**src/rtl/frt_pkg.sv**
```systemverilog
package frt_pkg;
    localparam int unsigned BUS_W = 8;

    localparam logic [7:0] OFF_CTRL  = 8'h12;
    localparam logic [7:0] OFF_STAT  = 8'h13;
    localparam logic [7:0] OFF_CNT_H = 8'h18;
    localparam logic [7:0] OFF_CNT_L = 8'h19;

    localparam int unsigned FLAG_BIT = 5;

    typedef struct packed {
        logic ovf_ie;
    } ctrl_t;

    typedef struct packed {
        logic ovf;
        logic armed;
    } flag_t;
endpackage

```
**src/rtl/frt_prescale.sv**
```systemverilog
module frt_prescale #(
    parameter int unsigned DIV = 4
) (
    input  logic clk,
    input  logic rst_n,
    output logic tick
);
    localparam int unsigned PW = (DIV > 1) ? $clog2(DIV) : 1;
    localparam logic [PW-1:0] LAST = PW'(DIV - 1);

    typedef struct packed {
        logic [PW-1:0] phase;
    } pre_t;

    pre_t st_d, st_q;

    always_comb begin
        st_d = st_q;
        if (st_q.phase == LAST) st_d.phase = '0;
        else                    st_d.phase = st_q.phase + 1'b1;
    end

    always_ff @(posedge clk) begin
        if (!rst_n) st_q <= '0;
        else        st_q <= st_d;
    end

    assign tick = (st_q.phase == LAST);

    generate
        if (DIV > 1) begin : g_spacing
            AST_TICK_SPACING: assert property (@(posedge clk) disable iff (!rst_n)
                tick |=> !tick) else $error("tick too close");
        end
    endgenerate
endmodule

```
**src/rtl/frt_counter.sv**
```systemverilog
module frt_counter #(
    parameter int unsigned W = 16,
    parameter logic [W-1:0] RST_VAL = 16'hFFFC
) (
    input  logic         clk,
    input  logic         rst_n,
    input  logic         tick,
    output logic [W-1:0] count,
    output logic         wrap
);
    typedef struct packed {
        logic [W-1:0] cnt;
    } cnt_t;

    cnt_t st_d, st_q;

    always_comb begin
        st_d = st_q;
        if (tick) st_d.cnt = st_q.cnt + 1'b1;
    end

    always_ff @(posedge clk) begin
        if (!rst_n) st_q.cnt <= RST_VAL;
        else        st_q     <= st_d;
    end

    assign count = st_q.cnt;
    assign wrap  = tick && (st_q.cnt == '1);

    AST_CNT_STEP: assert property (@(posedge clk) disable iff (!rst_n)
        tick |=> (count == $past(count) + 1'b1)) else $error("bad step");
    AST_CNT_IDLE: assert property (@(posedge clk) disable iff (!rst_n)
        !tick |=> $stable(count)) else $error("count moved off tick");
endmodule

```
**src/rtl/frt_snap.sv**
```systemverilog
module frt_snap #(
    parameter int unsigned W = 8
) (
    input  logic         clk,
    input  logic         rst_n,
    input  logic         cap,
    input  logic         rel,
    input  logic [W-1:0] live,
    output logic [W-1:0] lo_out
);
    typedef struct packed {
        logic         held;
        logic [W-1:0] val;
    } snap_t;

    snap_t st_d, st_q;

    always_comb begin
        st_d = st_q;
        if (cap && !st_q.held) begin
            st_d.held = 1'b1;
            st_d.val  = live;
        end
        if (rel) st_d.held = 1'b0;
    end

    always_ff @(posedge clk) begin
        if (!rst_n) st_q <= '0;
        else        st_q <= st_d;
    end

    assign lo_out = st_q.held ? st_q.val : live;

    AST_SNAP_KEEP: assert property (@(posedge clk) disable iff (!rst_n)
        (st_q.held && !rel) |=> (st_q.held && $stable(st_q.val))) else $error("held byte changed");
endmodule

```
**src/rtl/frt_flag.sv**
```systemverilog
module frt_flag (
    input  logic clk,
    input  logic rst_n,
    input  logic wrap,
    input  logic stat_rd,
    input  logic lo_rd,
    output logic ovf
);
    import frt_pkg::*;

    flag_t st_d, st_q;

    always_comb begin
        st_d = st_q;
        if (stat_rd && st_q.ovf) st_d.armed = 1'b1;
        if (lo_rd && st_q.armed) begin
            st_d.ovf   = 1'b0;
            st_d.armed = 1'b0;
        end
        if (wrap) st_d.ovf = 1'b1;
    end

    always_ff @(posedge clk) begin
        if (!rst_n) st_q <= '0;
        else        st_q <= st_d;
    end

    assign ovf = st_q.ovf;

    AST_WRAP_SETS: assert property (@(posedge clk) disable iff (!rst_n)
        wrap |=> ovf) else $error("wrap lost");
    AST_CLEAR_ARMED: assert property (@(posedge clk) disable iff (!rst_n)
        $fell(ovf) |-> $past(lo_rd && st_q.armed)) else $error("flag cleared unarmed");
endmodule

```
**src/rtl/frt_core.sv**
```systemverilog
module frt_core
    import frt_pkg::*;
#(
    parameter int unsigned CNT_W   = 16,
    parameter int unsigned PRE_DIV = 4,
    parameter logic [CNT_W-1:0] CNT_RST = 16'hFFFC
) (
    input  logic             clk,
    input  logic             rst_n,
    input  logic [BUS_W-1:0] bus_addr,
    input  logic             bus_rd,
    input  logic             bus_wr,
    input  logic [BUS_W-1:0] bus_wdata,
    output logic [BUS_W-1:0] bus_rdata,
    output logic             irq
);
    localparam int unsigned HI_W = CNT_W - BUS_W;

    logic             tick, wrap, ovf;
    logic [CNT_W-1:0] count;
    logic [BUS_W-1:0] lo_byte;
    logic             sel_ctrl, sel_stat, sel_hi, sel_lo;
    ctrl_t            ctl_d, ctl_q;
    logic             unused_wbits;

    assign sel_ctrl = (bus_addr == OFF_CTRL);
    assign sel_stat = (bus_addr == OFF_STAT);
    assign sel_hi   = (bus_addr == OFF_CNT_H);
    assign sel_lo   = (bus_addr == OFF_CNT_L);
    assign unused_wbits = ^{bus_wdata[BUS_W-1:FLAG_BIT+1], bus_wdata[FLAG_BIT-1:0]};

    frt_prescale #(.DIV(PRE_DIV)) u_pre (
        .clk  (clk),
        .rst_n(rst_n),
        .tick (tick)
    );

    frt_counter #(.W(CNT_W), .RST_VAL(CNT_RST)) u_cnt (
        .clk  (clk),
        .rst_n(rst_n),
        .tick (tick),
        .count(count),
        .wrap (wrap)
    );

    frt_snap #(.W(BUS_W)) u_snap (
        .clk   (clk),
        .rst_n (rst_n),
        .cap   (bus_rd && sel_hi),
        .rel   (bus_rd && sel_lo),
        .live  (count[BUS_W-1:0]),
        .lo_out(lo_byte)
    );

    frt_flag u_flag (
        .clk    (clk),
        .rst_n  (rst_n),
        .wrap   (wrap),
        .stat_rd(bus_rd && sel_stat),
        .lo_rd  (bus_rd && sel_lo),
        .ovf    (ovf)
    );

    always_comb begin
        ctl_d = ctl_q;
        if (bus_wr && sel_ctrl) ctl_d.ovf_ie = bus_wdata[FLAG_BIT];
    end

    always_ff @(posedge clk) begin
        if (!rst_n) ctl_q <= '0;
        else        ctl_q <= ctl_d;
    end

    always_comb begin
        bus_rdata = '0;
        if (sel_ctrl)      bus_rdata[FLAG_BIT] = ctl_q.ovf_ie;
        else if (sel_stat) bus_rdata[FLAG_BIT] = ovf;
        else if (sel_hi)   bus_rdata = count[CNT_W-1 -: HI_W];
        else if (sel_lo)   bus_rdata = lo_byte;
    end

    assign irq = ovf && ctl_q.ovf_ie;

    AST_IRQ_FOLLOWS_FLAG: assert property (@(posedge clk) disable iff (!rst_n)
        $rose(irq) |-> ovf) else $error("irq without flag");
endmodule

```
**config.mk**
```make
export PLATFORM = sky130hd
export DESIGN_NAME = frt_core
export DESIGN_NICKNAME = d
export VERILOG_FILES = /design/src/rtl/frt_pkg.sv /design/src/rtl/frt_prescale.sv /design/src/rtl/frt_counter.sv /design/src/rtl/frt_snap.sv /design/src/rtl/frt_flag.sv /design/src/rtl/frt_core.sv
export SDC_FILE = /design/constraint.sdc
export NUM_CORES = 1
export LEC_CHECK = 0
export BUFFER_PORTS_ARGS = -buffer_cell sky130_fd_sc_hd__clkbuf_2
export CELL_PAD_IN_SITES_DETAIL_PLACEMENT = 0
export CELL_PAD_IN_SITES_GLOBAL_PLACEMENT = 1
export CORE_MARGIN = 2
export CORE_UTILIZATION = 44
export CTS_BUF_LIST = sky130_fd_sc_hd__clkbuf_8
export CTS_CLUSTER_SIZE = 12
export DETAILED_ROUTE_END_ITERATION = 10
export GPL_ROUTABILITY_DRIVEN = 1
export MAX_ROUTING_LAYER = met4
export PLACE_DENSITY_LB_ADDON = 0.1
export RECOVER_POWER = 50
export SYNTH_ARGS = -nofsm -noshare
export SYNTH_HDL_FRONTEND = slang
export SYNTH_HIERARCHICAL = 1
export SYNTH_SLANG_ARGS = --single-unit
```
**constraint.sdc**
```tcl
create_clock -name clk -period 2.42 [get_ports clk]
set_clock_uncertainty 0.2 [all_clocks]
set_input_delay 0.242 -clock clk [delete_from_list [all_inputs] [get_ports clk]]
set_output_delay 0.242 -clock clk [all_outputs]
set_load 0.01 [all_outputs]
```
==> impl_metrics.tcl <==
set metrics [dict create \
    dr.pass1.iters 4 \
    endpoint_kind "primary output" \
    min_period_over_period 0.8747 \
    async_reset_ff_frac 0 \
    ioPinCount 29 \
    vias_per_cell 5.385 \
    fp.coreArea_sq_um 3716 \
    setup_ws_ns 0.3032 \
    grt_pass1_wl_microns 6058 \
    crit_fanout 10 \
    drc 0 \
    cts_resized 0 \
    worstPathArrival_ns 1.67 \
    clock_latency_ns 0.28 \
    tns_ns 0 \
    drt-total-wl_microns 3590 \
    cts_buffer_depth 2 \
    finalHoldViolations 0 \
    fmax_mhz 472.4 \
    crit_required_ns 1.98 \
    powerDensity_nw_per_um2 521.7 \
    avgSynthCellArea_sq_um 9.336 \
    numCtsBuffers 5 \
    die_area_sq_um 4420 \
    yosysWarnings 6 \
    synthesis.area_sq_um 1718 \
    leakagePower_uw 0.0007927 \
    synth_edf_count 0 \
    syn2layout_area_growth_pct 11.44 \
    clock-sinks 30 \
    slew_violations 0 \
    num_antenna_cells 0 \
    grt_pass1_vias 1335 \
    drv_cap 0 \
    synthFlopType "dfxtp_1" \
    synth_fp_nets 206 \
    ys_seq_elements 30 \
    synth.distinct_cells 42 \
    regArea_sq_um 600.6 \
    grt_max_degree 38 \
    final_nets 230 \
    hold_start "bus_addr[6]" \
    finalSetupViolations 0 \
    rsz0062_at_grt "false" \
    worst-slew-pin-transition_ns 1.415 \
    dieWidth_microns 66.49 \
    multi_input_area_sq_um 1018 \
    ir_worst_vdd_mv 0.2662 \
    track_usage 0.1895 \
    cp-start-kind "flip-flop" \
    min_period_ns 2.117 \
    crit_start "u_snap/st_q[8]$_SDFFE_PP0P_" \
    design_area_sq_um 1914 \
    status "complete, no violations" \
    post-route-util 0.5152 \
    die_h_microns 66.49 \
    fillCellCount 374 \
    cts_tree "yes" \
    rows 22 \
    place_area_sq_um 1846 \
    dp_slack_ns 0.4518 \
    r2r-start "u_cnt/count[1]$_SDFFE_PN0P_" \
    vias 1384 \
    hold_class "in2reg" \
    wl_per_cell_microns 13.97 \
    grt_overflow 0 \
    drt_iter0_drc 67 \
    drive_gt1_frac 0.2344 \
    antenna_found_initial 0 \
    relSlewSlack 0.05692 \
    ys_seq_area_frac 0.3496 \
    hpwl_microns 2677 \
    crit_type "reg2out" \
    syn_inst 184 \
    port_buffers 21 \
    clkTransAtPathRegs_ns 0.07 \
    htreeDepth 2 \
    place_congestion 0.7386 \
    cts_root_buf "clkbuf_8" \
    ant_nets 0 \
    start_util 0.4623 \
]
## through the flow
step / hold slack [ns] / std cells / total power, uW
after floorplan: 0.1808 / 184 / 564.6
after global placement: 0.2273 / 248 / 585.7
after detailed placement: 0.2370 / 248 / 589.4
after CTS: 0.1304 / 257 / 1015
after global routing: 0.1192 / 257 / 1047
final: 0.09949 / 257 / 998.8
## where the power goes
group          switching, uW  leakage (uW)  internal (uW)
clock network            195     0.0000472            228
logic                   39.9      0.000503           31.9
registers               3.53      0.000243            500
## final timing paths
path	to	slack [ns]	cells past startpoint
max	bus_rdata[5]	0.30	4
min	ctl_q$_SDFFE_PN0P_	0.1	4
max reg2reg	u_flag/ovf$_SDFFE_PN0P_	0.41	6
min reg2reg	u_pre/st_q[0]$_SDFF_PP0_	0.24	1
## critical path, cell delays in order, from the launching register on
cell and delay [ns]:
dfxtp_1 0.59, mux2_2 0.40, a22oi_1 0.17, a211oi_1 0.09, clkbuf_2 0.14
## cell type report
type	instances	share of cell area
multi-input cells	143	0.5320
well taps	48	0.03137
flip-flops and latches	30	0.3137
clock inverters	2	0.006536
inverters	3	0.005882
clock buffers	6	0.04314
repair buffers	25	0.06732
## metal layers
layer | global-route usage | routed length (microns)
met1 | 0.2325 | 1598
met2 | 0.3113 | 1810
met3 | 0.05068 | 166
met4 | 0.04592 | 14
met5 | - | 0
## cell families (layout without fill, tap and decap cells)
logic type / count (synthesis) / count (layout) / share of synthesized area
flops: 30 / 30 / 0.3496
simple gates: 95 / 95 / 0.3409
xor+xnor: 3 / 3 / 0.01530
fa+ha+maj: 2 / 2 / 0.01456
mux: 32 / 32 / 0.1974
compound gates: 11 / 11 / 0.04078
buf+inv: 11 / 36 / 0.04151
## cell usage in the layout (no fill, tap or decap), drive strengths merged
| cell type | instances |
|---|---|
| nand2 | 33 |
| dfxtp | 30 |
| clkbuf | 29 |
| mux2i | 17 |
| mux2 | 15 |
| nor2 | 10 |
| nand3 | 9 |
| nand2b | 7 |
| nand4 | 7 |
| nor3b | 5 |
| nor4 | 5 |
| nor2b | 4 |
| o21ai | 4 |
| and3 | 3 |
| xor2 | 3 |
| inv | 3 |
| and2 | 2 |
| or3 | 2 |
| or4 | 2 |
| o31ai | 2 |
| nor3 | 2 |
| ha | 2 |
| and2b | 1 |
| a22oi | 1 |
| a221oi | 1 |
| a211oi | 1 |
| clkinv | 1 |
| clkinvlp | 1 |
| dlygate4sd3 | 1 |
| buf | 1 |
| a21oi | 1 |
| a31oi | 1 |
| nand4b | 1 |
| nand3b | 1 |
| and3b | 1 |
## synthesized netlist by cell type, drive strengths merged, types with 2 or more instances
cell type,number,area share
and2,2,0.0073
and3,3,0.011
buf,8,0.035
dfxtp,30,0.35
ha,2,0.015
inv,3,0.0066
mux2,15,0.098
mux2i,17,0.099
nand2,33,0.072
nand2b,7,0.025
nand3,9,0.036
nand4,7,0.043
nor2,10,0.022
nor2b,4,0.019
nor3,2,0.0058
nor3b,5,0.034
nor4,5,0.029
o21ai,4,0.012
o31ai,2,0.0087
or3,2,0.0073
or4,2,0.0087
xor2,3,0.015
## flip-flops by register name (all words and copies together) (netlist names)
signal	count
u_pre/st_q	2
u_flag/ovf	1
u_snap/st_q	9
ctl_q	1
u_cnt/count	16
u_flag/st_q	1
## timing repair
action | in CTS | in global routing
hold buffers | 1 | 0
endpoints found under the hold margin | 1 | 0
buffers inserted | 0 | 0
Power figures use the tool's default switching activity.
